**src/rtl/zbr_pkg.sv**
```systemverilog
package zbr_pkg;

    typedef enum logic [2:0] {
        BS_IDLE = 3'd0,
        BS_T1   = 3'd1,
        BS_TIW  = 3'd2,
        BS_T2   = 3'd3,
        BS_TBW  = 3'd4,
        BS_T2B  = 3'd5,
        BS_HOLD = 3'd6
    } bus_state_e;

    typedef struct packed {
        logic wide;
        logic burst_en;
        logic burst_wait;
    } zone_flags_t;

    // A burst phase is needed when the core wants a word from a byte-wide zone
    function automatic logic needs_burst(input zone_flags_t f, input logic word);
        return word && !f.wide && f.burst_en;
    endfunction

    function automatic logic strobe_active(input bus_state_e s);
        return (s == BS_TIW) || (s == BS_T2) || (s == BS_TBW) || (s == BS_T2B);
    endfunction

    function automatic logic select_active(input bus_state_e s);
        return strobe_active(s) || (s == BS_T1);
    endfunction

endpackage

```
**src/rtl/zbr_cfg_mux.sv**
```systemverilog
module zbr_cfg_mux
    import zbr_pkg::*;
#(
    parameter int NZONES = 4,
    parameter int IW_W   = 3,
    parameter int HOLD_W = 3,
    localparam int ZONE_W = (NZONES > 1) ? $clog2(NZONES) : 1
) (
    input  logic [ZONE_W-1:0]        zone,
    input  logic [NZONES-1:0]        cfg_wide,
    input  logic [NZONES-1:0]        cfg_burst_en,
    input  logic [NZONES-1:0]        cfg_burst_wait,
    input  logic [NZONES*IW_W-1:0]   cfg_iwait,
    input  logic [NZONES*HOLD_W-1:0] cfg_hold,
    output zone_flags_t              flags,
    output logic [IW_W-1:0]          iw,
    output logic [HOLD_W-1:0]        hold
);

    zone_flags_t       flag_a [NZONES];
    logic [IW_W-1:0]   iw_a   [NZONES];
    logic [HOLD_W-1:0] hold_a [NZONES];

    for (genvar i = 0; i < NZONES; i++) begin : g_zone
        assign flag_a[i] = '{wide: cfg_wide[i], burst_en: cfg_burst_en[i],
                             burst_wait: cfg_burst_wait[i]};
        assign iw_a[i]   = cfg_iwait[i*IW_W +: IW_W];
        assign hold_a[i] = cfg_hold[i*HOLD_W +: HOLD_W];
    end

    assign flags = flag_a[zone];
    assign iw    = iw_a[zone];
    assign hold  = hold_a[zone];

endmodule

```
**src/rtl/zbr_fsm.sv**
```systemverilog
module zbr_fsm
    import zbr_pkg::*;
#(
    parameter int ADDR_W = 19,
    parameter int NZONES = 4,
    parameter int IW_W   = 3,
    parameter int HOLD_W = 3,
    localparam int ZONE_W = (NZONES > 1) ? $clog2(NZONES) : 1,
    localparam int CNT_W  = (IW_W > HOLD_W) ? IW_W : HOLD_W
) (
    input  logic              clk,
    input  logic              rst,
    input  logic              req_valid,
    input  logic [ZONE_W-1:0] req_zone,
    input  logic [ADDR_W-1:0] req_addr,
    input  logic              req_word,
    input  zone_flags_t       new_flags,
    input  logic [IW_W-1:0]   new_iw,
    input  logic [HOLD_W-1:0] new_hold,
    output logic              req_ready,
    output bus_state_e        state,
    output logic [ZONE_W-1:0] cur_zone,
    output logic [ADDR_W-1:0] cur_addr,
    output zone_flags_t       cur_flags,
    output logic              cur_word,
    output logic              fin_now
);

    bus_state_e        state_n;
    logic [CNT_W-1:0]  cnt, cnt_n;
    logic              adv, adv_n;
    logic [ADDR_W-1:0] base_addr;
    logic [IW_W-1:0]   cur_iw;
    logic [HOLD_W-1:0] cur_hold;
    logic              burst, end_now, accept;

    always_comb begin
        burst     = needs_burst(cur_flags, cur_word);
        fin_now   = ((state == BS_T2) && !burst) || (state == BS_T2B);
        end_now   = (fin_now && (cur_hold == '0)) ||
                    ((state == BS_HOLD) && (cnt == CNT_W'(1)));
        req_ready = (state == BS_IDLE) || end_now;
        accept    = req_valid && req_ready;
    end

    always_comb begin
        state_n = state;
        cnt_n   = cnt;
        adv_n   = adv;
        unique case (state)
            BS_T1: begin
                if (cur_iw != '0) begin
                    state_n = BS_TIW;
                    cnt_n   = CNT_W'(cur_iw);
                end else begin
                    state_n = BS_T2;
                end
            end
            BS_TIW: begin
                if (cnt == CNT_W'(1)) state_n = BS_T2;
                else                   cnt_n   = cnt - CNT_W'(1);
            end
            BS_T2: begin
                if (burst) begin
                    state_n = cur_flags.burst_wait ? BS_TBW : BS_T2B;
                    adv_n   = 1'b1;
                end
            end
            BS_TBW:  state_n = BS_T2B;
            BS_HOLD: begin
                if (cnt != CNT_W'(1)) cnt_n = cnt - CNT_W'(1);
            end
            default: ;
        endcase
        if (fin_now && (cur_hold != '0)) begin
            state_n = BS_HOLD;
            cnt_n   = CNT_W'(cur_hold);
        end
        if (end_now) state_n = BS_IDLE;
        if (accept) begin
            state_n = BS_T1;
            adv_n   = 1'b0;
        end
    end

    always_ff @(posedge clk) begin
        if (rst) begin
            state     <= BS_IDLE;
            cnt       <= '0;
            adv       <= 1'b0;
            base_addr <= '0;
            cur_zone  <= '0;
            cur_flags <= '0;
            cur_word  <= 1'b0;
            cur_iw    <= '0;
            cur_hold  <= '0;
        end else begin
            state <= state_n;
            cnt   <= cnt_n;
            adv   <= adv_n;
            if (accept) begin
                base_addr <= req_addr;
                cur_zone  <= req_zone;
                cur_flags <= new_flags;
                cur_word  <= req_word;
                cur_iw    <= new_iw;
                cur_hold  <= new_hold;
            end
        end
    end

    assign cur_addr = base_addr + ADDR_W'(adv);

endmodule

```
**src/rtl/zbr_capture.sv**
```systemverilog
module zbr_capture
    import zbr_pkg::*;
#(
    parameter int DATA_W = 16,
    localparam int HALF_W = DATA_W / 2
) (
    input  logic              clk,
    input  logic              rst,
    input  bus_state_e        state,
    input  logic              fin_now,
    input  zone_flags_t       flags,
    input  logic              word,
    input  logic [DATA_W-1:0] bus_data,
    output logic              done,
    output logic [DATA_W-1:0] done_data
);

    logic [HALF_W-1:0] lo_q, hi_q;
    logic              keep_upper;

    assign keep_upper = flags.wide && word;

    always_ff @(posedge clk) begin
        if (rst) begin
            lo_q <= '0;
            hi_q <= '0;
            done <= 1'b0;
        end else begin
            done <= fin_now;
            if (state == BS_T2) begin
                lo_q <= bus_data[HALF_W-1:0];
                hi_q <= keep_upper ? bus_data[DATA_W-1:HALF_W] : '0;
            end
            if (state == BS_T2B) begin
                hi_q <= bus_data[HALF_W-1:0];
            end
        end
    end

    assign done_data = {hi_q, lo_q};

endmodule

```
**src/rtl/zbr_rd_seq.sv**
```systemverilog
module zbr_rd_seq
    import zbr_pkg::*;
#(
    parameter int ADDR_W = 19,
    parameter int DATA_W = 16,
    parameter int NZONES = 4,
    parameter int IW_W   = 3,
    parameter int HOLD_W = 3,
    localparam int ZONE_W = (NZONES > 1) ? $clog2(NZONES) : 1
) (
    input  logic                     clk,
    input  logic                     rst,
    input  logic                     req_valid,
    output logic                     req_ready,
    input  logic [ZONE_W-1:0]        req_zone,
    input  logic [ADDR_W-1:0]        req_addr,
    input  logic                     req_word,
    input  logic [NZONES-1:0]        cfg_wide,
    input  logic [NZONES-1:0]        cfg_burst_en,
    input  logic [NZONES-1:0]        cfg_burst_wait,
    input  logic [NZONES*IW_W-1:0]   cfg_iwait,
    input  logic [NZONES*HOLD_W-1:0] cfg_hold,
    output logic                     done,
    output logic [DATA_W-1:0]        done_data,
    output logic [ADDR_W-1:0]        bus_addr,
    output logic [NZONES-1:0]        bus_sel,
    output logic                     bus_rd,
    output logic [1:0]               bus_wr_n,
    input  logic [DATA_W-1:0]        bus_data,
    output logic [2:0]               bus_state
);

    zone_flags_t       new_flags, cur_flags;
    logic [IW_W-1:0]   new_iw;
    logic [HOLD_W-1:0] new_hold;
    bus_state_e        state;
    logic [ZONE_W-1:0] cur_zone;
    logic              cur_word, fin_now, drive_sel;

    zbr_cfg_mux #(.NZONES(NZONES), .IW_W(IW_W), .HOLD_W(HOLD_W)) u_cfg (
        .zone(req_zone), .cfg_wide(cfg_wide), .cfg_burst_en(cfg_burst_en),
        .cfg_burst_wait(cfg_burst_wait), .cfg_iwait(cfg_iwait), .cfg_hold(cfg_hold),
        .flags(new_flags), .iw(new_iw), .hold(new_hold)
    );

    zbr_fsm #(.ADDR_W(ADDR_W), .NZONES(NZONES), .IW_W(IW_W), .HOLD_W(HOLD_W)) u_fsm (
        .clk(clk), .rst(rst), .req_valid(req_valid), .req_zone(req_zone),
        .req_addr(req_addr), .req_word(req_word), .new_flags(new_flags),
        .new_iw(new_iw), .new_hold(new_hold), .req_ready(req_ready),
        .state(state), .cur_zone(cur_zone), .cur_addr(bus_addr),
        .cur_flags(cur_flags), .cur_word(cur_word), .fin_now(fin_now)
    );

    zbr_capture #(.DATA_W(DATA_W)) u_cap (
        .clk(clk), .rst(rst), .state(state), .fin_now(fin_now),
        .flags(cur_flags), .word(cur_word), .bus_data(bus_data),
        .done(done), .done_data(done_data)
    );

    assign drive_sel = select_active(state);
    for (genvar i = 0; i < NZONES; i++) begin : g_sel
        assign bus_sel[i] = drive_sel && (cur_zone == ZONE_W'(i));
    end

    assign bus_rd    = strobe_active(state);
    assign bus_wr_n  = '1;
    assign bus_state = state;

endmodule

```
**config.mk**
```make
export PLATFORM = sky130hd
export DESIGN_NAME = zbr_rd_seq
export DESIGN_NICKNAME = d
export VERILOG_FILES = /design/src/rtl/zbr_pkg.sv /design/src/rtl/zbr_cfg_mux.sv /design/src/rtl/zbr_fsm.sv /design/src/rtl/zbr_capture.sv /design/src/rtl/zbr_rd_seq.sv
export SDC_FILE = /design/constraint.sdc
export NUM_CORES = 1
export LEC_CHECK = 0
export BUFFER_PORTS_ARGS = -buffer_cell sky130_fd_sc_hd__buf_2
export CAP_MARGIN = 20
export CORE_MARGIN = 5
export CORE_UTILIZATION = 30
export CTS_BUF_LIST = sky130_fd_sc_hd__clkbuf_2 sky130_fd_sc_hd__clkbuf_4 sky130_fd_sc_hd__clkbuf_8
export DETAILED_ROUTE_END_ITERATION = 7
export REMOVE_ABC_BUFFERS = 1
export SYNTH_ARGS = -nofsm -noshare
export SYNTH_HDL_FRONTEND = slang
export SYNTH_SLANG_ARGS = --single-unit
```
**constraint.sdc**
```tcl
create_clock -name clk -period 6.3 [get_ports clk]
set_clock_uncertainty 0.2 [all_clocks]
set_input_delay 1.575 -clock clk [delete_from_list [all_inputs] [get_ports clk]]
set_output_delay 1.575 -clock clk [all_outputs]
set_load 0.01 [all_outputs]
```
---- Word-level counts from Yosys, hierarchy flattened ----
Cells that the tools add are included.
word-level totals
  bits in read-only memories .............. 0
  input port bits ......................... 77
  register bits ........................... 55
  output and inout port bits .............. 47
  memory bits (writable) .................. 0
  logic and storage cells ................. 98
  bits in latches ......................... 0
  memories ................................ 0
cells by class
  order comparisons ....................... 1
  divide/modulo/power cells ............... 0
  eq/ne operators ......................... 18
  $mul .................................... 0
  multiplexer cells ....................... 25
  reductions and logical operators ........ 36
  bitwise gates (word level) .............. 1
  shift-type cells ........................ 0
  $add $sub $neg .......................... 2
operator list
  cell                                                                      number
  3-bit 2-to-1 mux                                                          13
  8-bit 2-to-1 mux                                                          3
  19-bit by 1-bit adder with 19-bit output                                  1
  3-bit binary-select mux with 2-bit select                                 3
  1-bit logical AND                                                         12
  3-bit by 1-bit inequality test with 1-bit output (second input constant)  4
  3-bit one-hot mux with 4 select lines                                     1
  5-bit by 1-bit inequality test with 1-bit output (second input constant)  2
  3-bit equality test (second input constant)                               3
  3-bit one-hot mux with 3 select lines                                     1
  1-bit logical OR                                                          7
  7-bit nonzero test                                                        1
  3-bit by 1-bit equality test with 1-bit output (second input constant)    2
  3-bit by 2-bit equality test with 1-bit output (second input constant)    2
  3-bit zero test                                                           2
  3-bit inequality test (second input constant)                             2
  3-bit AND reduction                                                       2
  3-bit nonzero test                                                        2
  5-bit nonzero test                                                        1
  2-bit equality test (second input constant)                               2
  1-bit 2-to-1 mux                                                          4
  4-bit AND reduction                                                       1
  4-bit nonzero test                                                        1
  3-bit greater-or-equal comparator (second input constant)                 1
  9 further kinds                                                           10

---- Longest topological paths before layout ----
Gate-level depths: netlist (run 1).
  depth in word-level cells ............... 12
  mapped depth ............................ 8
  mapped depth without buffers ............ 6

---- Hierarchy ----
Synthesis (run 1) repeated with hierarchy kept, for this count alone.
second synthesis, totals
  cell total of the unflattened synthesis .. 360
  area total of the unflattened synthesis .. 3359.5 µm²
modules (own cells, without submodules)
  module       sequential area each (µm²)  area each (µm²)  cells an instance  times used
  zbr_fsm      760.7                       2341.0           252                1
  zbr_capture  340.3                       720.7            86                 1
  zbr_cfg_mux  0.0                         219.0            11                 1
  zbr_rd_seq   0.0                         78.8             11                 1

---- Worst setup path after synthesis (run 1) ----
Ideal clock, no wire load.
  path type ............................... register -> output
  start point ............................. reg u_fsm.base_addr[0]
  end point ............................... out bus_addr[18]
  arrival ................................. 1.620 ns
  stages on the path, launching flop included .. 7
  slack ................................... 2.905 ns
  buffers on the path ..................... 0
  path through ............................ dfxtp_1 -> ha_1 -> ha_1 -> nand2_1 -> or3_1 -> nor3_1 -> xor2_1
between the ends
  longest elaborated chain between the ends .. 1
ends and longest elaborated chain
  item                                      RTL line          RTL
  from (decl)                               zbr_fsm.sv:32     logic [ADDR_W-1:0] base_addr;
  from (signal assigned)                    zbr_fsm.sv:102    base_addr <= req_addr;
  19-bit by 1-bit adder with 19-bit output  zbr_fsm.sv:112    assign cur_addr = base_addr + ADDR_W'(adv);
  to (decl)                                 zbr_rd_seq.sv:25  output logic [ADDR_W-1:0] bus_addr,
Every way passes these cells.

---- Final worst setup path (run 1) ----
  start point ............................. reg u_fsm.adv
  end point ............................... out bus_addr[18]
between the ends
  longest elaborated chain between the ends .. 1
ends and longest elaborated chain
  item                                      RTL line        RTL
  from (decl)                               zbr_fsm.sv:31   logic adv, adv_n;
  from (signal assigned)                    zbr_fsm.sv:100  adv <= adv_n;
  19-bit by 1-bit adder with 19-bit output  zbr_fsm.sv:112
Every way passes these cells.

==> flow_summary.yaml, run 1 <==
status:
  outcome: "finished clean"
worst_setup_path:
  critPathCaptureType: "output port"
  cp.arrival_ps: 2140
  critPathMaxFanout: 4
  worst_ep_required_time_ps: 4530
  criticalPathCategory: "register to output port"
  crit_path_start_kind: "register"
power_and_ir_drop:
  worst_vdd_rail_ir_drop_mv: 0.0977
  post-layout-total-power_mw: 0.841
  power.density_nw_per_um2: 219
  cellLeakagePower_nw: 1.77
yosys:
  number_of_enable_flip_flop_cells_after_synthesis: 0
  yosysSeqAreaShare_pct: 35.7
  gate_count_of_the_mapped_netlist: 365
  postSynth.topFlopCell: "sky130_fd_sc_hd__dfxtp_1"
  postSynthRegisterBits: 55
  yosys_cell_types: 50
  synthesis.area_um2: 3090
  synth_async_sr_flop_share_pct: 0
  yosysWarnings: 0
  post_synth.cell_area_avg_um2: 8.46
routing:
  avgRoutedWirePerCell_um: 13.2
  num_vias: 2930
  wl_met2_um: 3610
  remaining_drc_errors: 0
  drtAntennaViolNets: 0
  starting_drc_count_in_detailed_routing: 228
  drt_pass1_iterations: 4
  wl_met3_um: 568
  wl_met1_um: 3790
  routed.top_layer: "met4"
  totalWireLength_um: 8010
  vias_per_cell: 4.82
layout:
  post_route_cells_drive_above_1_share_pct: 30.5
  nFillCells: 1107
  flow.area_growth_from_synthesis_pct: 24.4
  diodes: 0
  final_nets: 553
clocking:
  cts-buffers-inserted: 5
  path_clk_slew_ps: 100
  cts_hold_buffers: 0
  max-clock-path-buffers: 2
  cts_tree: "yes"
  htree_levels: 2
  cts_sinks: 55
  clk_latency_ps: 300
  post-cts-setup-buffer-count: 0
  clk_root_buffer_cell: "sky130_fd_sc_hd__clkbuf_8"
  post_cts.resized_instances: 0
timing:
  timing.setup.tns_ps: 0
  finalSetupViolations: 0
  rsz0062_at_grt: "false"
  timing.final.hold_violations: 0
  max_freq_ghz: 0.255
  slew_headroom_pct: 51.7
  worst_pin_slew_ps: 722
  layout_worst_path_cycle_share_pct: 62.1
  final_max_slew_viol_count: 0
  finalWorstPathRequiredPeriod_ps: 3920
place:
  post-dp-hpwl_um: 6270
  routabilityCongestion: 0.783
  port_buffers: 121
global_routing:
  grt_pass1_wl_um: 13300
  grt_max_degree: 62
  grt_antenna_before_repair: 0
  grt_usage_pct: 12.6
  gr_ovfl_total: 0
  vias_in_the_first_global_route: 2824
die:
  floorplan.die_area_um2: 12400
  starting_utilization_of_the_core_area_pct: 30.3
  rows: 37
  core_region_area_um2: 10200
  die_x_um: 111
  io_pins: 124
  die_y_um: 111
run:
  max_cap_violations: 0
hold_path:
  hp-class: "register to register"
## worst max-delay path, stage by stage, from the launching register on
cell                      delay (ps)
sky130_fd_sc_hd__dfxtp_1         350
sky130_fd_sc_hd__ha_1            170
sky130_fd_sc_hd__ha_1            210
sky130_fd_sc_hd__nand2_1         100
sky130_fd_sc_hd__or3_1           450
sky130_fd_sc_hd__nor3_1          240
sky130_fd_sc_hd__xor2_1          160
sky130_fd_sc_hd__buf_2           150
## cell families (layout without fill, tap and decap cells)
family          count (synthesis)  in the layout  synth area share, %
buf+inv                        29            135                 5.31
other cells                     1              2                0.121
simple gates                  176            176                 26.8
flops                          55             55                 35.7
mux                            37             37                 15.6
compound gates                 45             45                 9.49
xor+xnor                       18             18                 5.35
fa+ha+maj                       4              4                 1.62
## sequential cells by signal, summed over array words and instances, names as in the netlist, 2 cells and up
name             flops
u_fsm.base_addr     19
u_fsm.cur_zone       2
u_fsm.state          3
u_fsm.cur_flags      3
u_fsm.cur_hold       3
u_cap.lo_q           8
u_fsm.cur_iw         3
u_fsm.cnt            3
u_cap.hi_q           8
## report_power, final
part / leakage, nW / internal [mW] / switching, mW
clock network: 0.0547 / 0.121 / 0.109
logic: 1.27 / 0.0967 / 0.102
registers: 0.449 / 0.377 / 0.0352
total: 1.77 / 0.595 / 0.246
## cell usage after synthesis, types with 4 or more instances
cell / number / area [um^2]
sky130_fd_sc_hd__dfxtp_1: 55 / 1100
sky130_fd_sc_hd__ha_1: 4 / 50.1
sky130_fd_sc_hd__mux4_2: 9 / 203
sky130_fd_sc_hd__xor2_1: 10 / 87.6
sky130_fd_sc_hd__nand2_1: 87 / 327
sky130_fd_sc_hd__nor4_1: 8 / 50.1
sky130_fd_sc_hd__inv_1: 5 / 18.8
sky130_fd_sc_hd__xnor2_1: 7 / 61.3
sky130_fd_sc_hd__o21ai_0: 4 / 20.0
sky130_fd_sc_hd__nand3_1: 10 / 50.1
sky130_fd_sc_hd__nand3b_1: 4 / 30.0
sky130_fd_sc_hd__and3_1: 6 / 37.5
sky130_fd_sc_hd__mux2i_1: 28 / 280
sky130_fd_sc_hd__clkbuf_1: 13 / 48.8
sky130_fd_sc_hd__nor2_1: 29 / 109
sky130_fd_sc_hd__nor3_1: 13 / 65.1
sky130_fd_sc_hd__a21oi_1: 22 / 110
## layout by cell type (no fill, tap or decap), types with 9 or more instances in the layout
master                      n
sky130_fd_sc_hd__a21oi_1   22
sky130_fd_sc_hd__buf_2    121
sky130_fd_sc_hd__dfxtp_1   55
sky130_fd_sc_hd__mux2i_1   28
sky130_fd_sc_hd__mux4_2     9
sky130_fd_sc_hd__nand2_1   87
sky130_fd_sc_hd__nand3_1   10
sky130_fd_sc_hd__nor2_1    29
sky130_fd_sc_hd__nor3_1    13
sky130_fd_sc_hd__xor2_1    10
## area by class of cell
class | count | area [um^2] | area share, %
clock inverter | 1 | 30.0 | 0.782
sequential | 55 | 1100 | 28.7
timing repair buffer | 122 | 613 | 16.0
tap | 136 | 170 | 4.43
clock buffer | 6 | 76.3 | 1.99
multi-input combinational | 282 | 1830 | 47.6
inverter | 6 | 22.5 | 0.587
## per-layer routing
layer	vias up	global-route usage, %
met2	108	19.7
met4	0	2.92
met1	1342	17.5
met5	-	0
li1	1475	-
met3	5	3.48
## worst paths after layout
check / startpoint / to / slack, ps / cells past startpoint
hold / removal: u_cap.lo_q[1] / u_cap.lo_q[1] / 260 / 2
hold reg to reg: u_cap.lo_q[1] / u_cap.lo_q[1] / 260 / 2
setup / recovery: u_fsm.adv / bus_addr[18] / 2380 / 7
setup reg to reg: u_fsm.state[1] / u_cap.hi_q[3] / 3850 / 4
## through the flow
| step | hold WS (ps) | setup slack [ps] | area [um^2] | util (%) | std cells |
|---|---|---|---|---|---|
| after floorplan | 239 | 2910 | 2950 | - | 343 |
| after CTS | 261 | 2360 | 3840 | 37.7 | 608 |
| after global routing | 282 | 2220 | 3840 | 37.7 | 608 |
| after detailed placement | 248 | 2730 | 3730 | 36.6 | 601 |
| final | 258 | 2380 | 3840 | 37.7 | 608 |
| after global placement | 244 | 2770 | 3730 | 36.6 | 601 |
Power figures use the tool's default switching activity.
==> run 2: changes to the inputs <==
- clock period: 6.3 -> 3.6 ns (I/O delays scaled with it)
==> run 2 against run 1 <==
Die area unchanged. Total power increased by 85%. Hold slack barely moved. Clock power grew 110%. First-iteration DRC count decreased by 21%. Sequential power is 75% higher. Via count shrank 0.10%. Critical path depth stayed put. Wire length increased by 0.41%. Combinational power grew 75%. Largest power group unchanged.
==> flow_summary.yaml, run 2 (synthesis results as in run 1) <==
status:
  outcome: "finished clean"
die:
  die_y_um: 111
  core_region_area_um2: 10200
  io_pins: 124
  floorplan.die_area_um2: 12400
  die_x_um: 111
  starting_utilization_of_the_core_area_pct: 30.3
  rows: 37
layout:
  max_reg_flops: 19
  most_common_cell_after_layout_fill_and_taps_aside: "sky130_fd_sc_hd__buf_2"
  nFillCells: 1135
  area.sequential_um2: 1100
  largest_registers_in_the_final_layout: "u_fsm.base_addr: 19 flops, u_cap.hi_q: 8 flops, u_cap.lo_q: 8 flops"
  post_route_cells_drive_above_1_share_pct: 30.9
  final_nets: 555
  regMostFlops: "u_fsm.base_addr"
  area_of_the_multi_input_gates_um2: 1830
  flow.area_growth_from_synthesis_pct: 25.8
  diodes: 0
  most-common-layout-cells: "sky130_fd_sc_hd__buf_2 (121), sky130_fd_sc_hd__nand2_1 (87), sky130_fd_sc_hd__dfxtp_1 (55)"
  final-instance-count-excl-fill: 611
global_routing:
  gr_ovfl_total: 0
  vias_in_the_first_global_route: 2862
  met2_usage_pct: 20.7
  grt_usage_pct: 12.6
  grt_pass1_wl_um: 13200
  grt_use_met1_pct: 16.6
  gr-usage-met3_pct: 3.32
  grt_antenna_before_repair: 0
  grt_max_degree: 62
  global_route.peak_usage_layer: "met2"
power_and_ir_drop:
  post-layout-total-power_mw: 1.55
  power.density_nw_per_um2: 400
  cellLeakagePower_nw: 1.79
  worst_vdd_rail_ir_drop_mv: 0.197
clocking:
  cts_sinks: 55
  path_clk_slew_ps: 100
  cts-buffers-inserted: 5
  max-clock-path-buffers: 2
  clk_latency_ps: 300
  cts_tree: "yes"
  htree_levels: 2
  post-cts-setup-buffer-count: 0
  cts_hold_buffers: 0
  post_cts.resized_instances: 0
  clk_root_buffer_cell: "sky130_fd_sc_hd__clkbuf_8"
timing:
  final_max_slew_viol_count: 0
  slew_headroom_pct: 59.6
  timing.final.hold_violations: 0
  worst_hold_slack_after_final_layout_ps: 259
  timing.setup.tns_ps: 0
  worst_pin_slew_ps: 606
  finalWorstPathRequiredPeriod_ps: 3240
  max_freq_ghz: 0.309
  layout_worst_path_cycle_share_pct: 90.0
  rsz0062_at_grt: "false"
  finalSetupViolations: 0
worst_setup_path:
  crit_path_start_kind: "register"
  worst_ep_required_time_ps: 2500
  critical_path.startpoint: "u_fsm.base_addr[0]"
  criticalPathCategory: "register to output port"
  critical_path.reg2reg.startpoint: "u_fsm.state[2]"
  critPathMaxFanout: 4
  cp.arrival_ps: 2140
  critPathCaptureType: "output port"
routing:
  starting_drc_count_in_detailed_routing: 181
  avgRoutedWirePerCell_um: 13.2
  remaining_drc_errors: 0
  vias_per_cell: 4.79
  num_vias: 2927
  drt_pass1_iterations: 4
  drtAntennaViolNets: 0
  totalWireLength_um: 8050
place:
  dp.cells: 603
  port_buffers: 121
  post-dp-hpwl_um: 6380
  routabilityCongestion: 0.784
run:
  max_cap_violations: 0
hold_path:
  worst_hold_startpoint: "u_cap.lo_q[1]"
  hp-class: "register to register"
## run 2: per-stage QoR
stage	cell area, um^2	worst slack [ps]	util, %
after floorplan	2950	880	-
after global placement	3750	732	36.8
after detailed placement	3750	682	36.8
after CTS	3880	325	38.1
after global routing	3880	162	38.1
final	3880	361	38.1
## run 2: area by class of cell
class | count | area share (%)
multi-input combinational | 282 | 47.0
clock inverter | 2 | 1.55
inverter | 6 | 0.580
sequential | 55 | 28.4
timing repair buffer | 124 | 16.2
clock buffer | 6 | 1.97
tap | 136 | 4.38
## run 2: path summary, 6_finish.rpt
check | slack (ps) | cells past startpoint | to
max | 360 | 7 | bus_addr[18]
min | 260 | 2 | u_cap.lo_q[1]
max reg2reg | 1220 | 4 | u_fsm.base_addr[15]
min reg2reg | 260 | 2 | u_cap.lo_q[1]
## run 2: worst max-delay path: stages (launching register included)
cell and delay, ps:
sky130_fd_sc_hd__dfxtp_1 350, sky130_fd_sc_hd__ha_1 170, sky130_fd_sc_hd__ha_1 200, sky130_fd_sc_hd__nand2_1 100, sky130_fd_sc_hd__or3_1 460, sky130_fd_sc_hd__nor3_1 250
sky130_fd_sc_hd__xor2_1 150, sky130_fd_sc_hd__buf_2 140
## run 2: power breakdown
group | internal [mW] | switching, mW | total, mW
combinational | 0.170 | 0.177 | 0.347
clock | 0.286 | 0.197 | 0.483
sequential | 0.660 | 0.0623 | 0.723
total | 1.12 | 0.436 | 1.55
## run 2: layer usage
metal	up-vias	share of wire, %
met1	1348	47
met5	-	0
met4	0	1.4
met2	96	45
li1	1476	-
met3	7	6.2
==> run 3: changes to the inputs <==
- ABC_AREA: unset -> 1
- clock period: 3.6 -> 2.7 ns (I/O delays scaled with it)
==> run 3 against run 2 <==
Clock-buffer cell count stayed put. Area after synthesis is 5.2% higher. Critical path type unchanged. Critical path depth stayed put. Register-to-register slack worse by 710 ps. Sequential share of layout area is 1.8 points lower. Critical endpoint is now bus_addr[12]. Flip-flop and latch count stayed put. Combinational power grew to 4.6 times the previous value. Sequential power is 74% higher. Largest cell class unchanged. Via count is 18% higher.
==> flow_summary.yaml, run 3 <==
clocking:
  max-clock-path-buffers: 2
  clk_root_buffer_cell: "sky130_fd_sc_hd__clkbuf_8"
  htree_levels: 2
  cts_tree: "yes"
  cts_sinks: 55
  clk_latency_ps: 300
  cts-buffers-inserted: 5
  cts_hold_buffers: 0
  path_clk_slew_ps: 100
timing:
  layout_setup_ws_ps: 107
  finalSetupViolations: 0
  slew_headroom_pct: 62.9
  final_max_slew_viol_count: 0
  rsz0062_at_grt: "true"
  max_freq_ghz: 0.386
  layout_worst_path_cycle_share_pct: 96.0
  worst_pin_slew_ps: 552
  finalWorstPathRequiredPeriod_ps: 2590
  timing.final.hold_violations: 0
layout:
  most-common-layout-cells: "sky130_fd_sc_hd__buf_2 (121), sky130_fd_sc_hd__nor2_1 (98), sky130_fd_sc_hd__nand2_1 (90)"
  max_reg_flops: 19
  final_design_area_no_fill_um2: 4190
  largest_registers_in_the_final_layout: "u_fsm.base_addr: 19 flops, u_cap.hi_q: 8 flops, u_cap.lo_q: 8 flops"
  diodes: 0
  flow.area_growth_from_synthesis_pct: 29.2
  most_common_cell_after_layout_fill_and_taps_aside: "sky130_fd_sc_hd__buf_2"
  post_route_cells_drive_above_1_share_pct: 28.3
  regMostFlops: "u_fsm.base_addr"
  final_nets: 684
routing:
  avgRoutedWirePerCell_um: 12.4
  routed.top_layer: "met4"
  wl_met2_um: 4520
  starting_drc_count_in_detailed_routing: 228
  num_vias: 3456
  remaining_drc_errors: 0
  wl_met3_um: 672
  vias_per_cell: 4.65
  totalWireLength_um: 9220
  drt_pass1_iterations: 4
  drtAntennaViolNets: 0
  wl_met1_um: 3970
die:
  core_region_area_um2: 10700
  starting_utilization_of_the_core_area_pct: 30.2
  floorplan.die_area_um2: 13000
  rows: 38
  die_y_um: 114
  die_x_um: 114
  io_pins: 124
global_routing:
  vias_in_the_first_global_route: 3442
  grt_max_degree: 41
  grt_antenna_before_repair: 0
  gr_ovfl_total: 0
  grt_pass1_wl_um: 15300
  grt_usage_pct: 14.0
yosys:
  post-synth-top-count-cell: "sky130_fd_sc_hd__nor2_1"
  number_of_enable_flip_flop_cells_after_synthesis: 0
  gate_count_of_the_mapped_netlist: 490
  postSynth.topFlopCell: "sky130_fd_sc_hd__dfxtp_1"
  yosysWarnings: 0
  synth_async_sr_flop_share_pct: 0
  yosys_cell_types: 28
  post_synth.cell_area_avg_um2: 6.63
  yosysSeqAreaShare_pct: 33.9
  yosysTopAreaCell: "sky130_fd_sc_hd__dfxtp_1"
  synth.top_cells.by_count: "sky130_fd_sc_hd__nor2_1 (100), sky130_fd_sc_hd__nand2_1 (92), sky130_fd_sc_hd__dfxtp_1 (55), sky130_fd_sc_hd__a21oi_1 (45), sky130_fd_sc_hd__nand3b_1 (30)"
  postSynthRegisterBits: 55
  synthesis.area_um2: 3250
  synth_largest_type_area_fraction_pct: 33.9
  ys_top_cells_by_area: "sky130_fd_sc_hd__dfxtp_1 (34%), sky130_fd_sc_hd__nor2_1 (12%), sky130_fd_sc_hd__nand2_1 (11%)"
hold_path:
  hp-class: "register to register"
power_and_ir_drop:
  cellLeakagePower_nw: 2.02
  netSwitchingFraction_pct: 43.7
  power.internal_mw: 1.87
  power.density_nw_per_um2: 791
  combPwrFrac_pct: 47.5
  p_clk_share_pct: 14.4
  seqPwrFrac_pct: 38.1
  worst_vdd_rail_ir_drop_mv: 0.271
  total_switching_power_mw: 1.45
worst_setup_path:
  cp.arrival_ps: 1720
  crit_path_start_kind: "register"
  critPathMaxFanout: 4
  critPathCaptureType: "output port"
  criticalPathCategory: "register to output port"
  worst_ep_required_time_ps: 1820
place:
  dpl-instance-area_um2: 3970
  port_buffers: 121
  routabilityCongestion: 0.853
  post-dp-hpwl_um: 7010
  pre_cts_slack_ps: 66.2
run:
  max_cap_violations: 0
status:
  outcome: "finished clean"
==> run 3: changes by cell type after synthesis, moves of 20 or more <==
cell,delta
sky130_fd_sc_hd__o21ai_0,+25
sky130_fd_sc_hd__nor2_1,+71
sky130_fd_sc_hd__a21oi_1,+23
sky130_fd_sc_hd__inv_1,+20
sky130_fd_sc_hd__nand3b_1,+26
sky130_fd_sc_hd__mux2i_1,-28
==> run 3: cell type report <==
class / instances / area (um^2)
fillers: 1205 / 6550
multi-input cells: 379 / 1980
flip-flops and latches: 55 / 1110
repair buffers: 132 / 713
well taps: 140 / 175
inverters: 30 / 113
clock buffers: 6 / 82.6
clock inverters: 2 / 16.3
==> run 3: cell families after synthesis <==
| kind of cell | synth area share [%] |
|---|---|
| xor gates and xnor gates | 4.32 |
| AOI/OAI and AO/OA | 15.3 |
| and+or+nand+nor | 36.9 |
| buffers and inverters | 7.94 |
| adders and majority gates | 1.54 |
| DFF | 33.9 |
| other | 0.115 |
==> run 3: stage by stage <==
step,total power [mW],std cells,hold slack (ps),setup TNS (ps),utilization (%)
after floorplan,2.26,464,252,0,-
after global placement,2.80,733,265,0,37.0
after detailed placement,2.82,733,272,0,37.0
after CTS,3.33,742,298,-23.8,38.6
after global routing,3.64,744,321,-116,39.0
final,3.32,744,289,0,39.0
==> run 3: worst max-delay path, stage by stage (launching register included) <==
cell                      delay [ps]
sky130_fd_sc_hd__dfxtp_2         370
sky130_fd_sc_hd__ha_4            160
sky130_fd_sc_hd__ha_4            160
sky130_fd_sc_hd__nand3_4         100
sky130_fd_sc_hd__nor4_4          200
sky130_fd_sc_hd__nand3_1         140
sky130_fd_sc_hd__xor2_1          160
sky130_fd_sc_hd__buf_2           140
==> run 3: repair_timing <==
action,4_1_cts,5_1_grt
pin swaps,3,7
resized for setup,13,13
setup buffers,1,2
endpoints found under the setup margin,6,11
==> run 3: worst paths after layout <==
path	depth (start not counted)	slack (ps)	from	endpoint
worst min-delay path	2	290	u_fsm.cur_flags[0]	u_fsm.cur_flags[0]
worst min register to register	2	290	u_fsm.cur_flags[0]	u_fsm.cur_flags[0]
worst max-delay path	7	110	u_fsm.base_addr[0]	bus_addr[12]
worst max register to register	10	510	u_fsm.state[0]	u_fsm.state[1]
==> run 3: power by group through the flow <==
stage               Clock, mW  Sequential, mW  Combinational, mW
floorplan                   0            1.25               1.01
global placement            0            1.26               1.54
detailed placement          0            1.27               1.56
CTS                     0.497            1.26               1.57
global route            0.532            1.30               1.81
finish                  0.478            1.26               1.58
==> run 3: routing by layer <==
layer | global-route usage, % | up-vias
li1 | - | 1838
met1 | 17.2 | 1510
met2 | 25.1 | 104
met3 | 2.86 | 4
met4 | 2.85 | 0
met5 | 0 | -
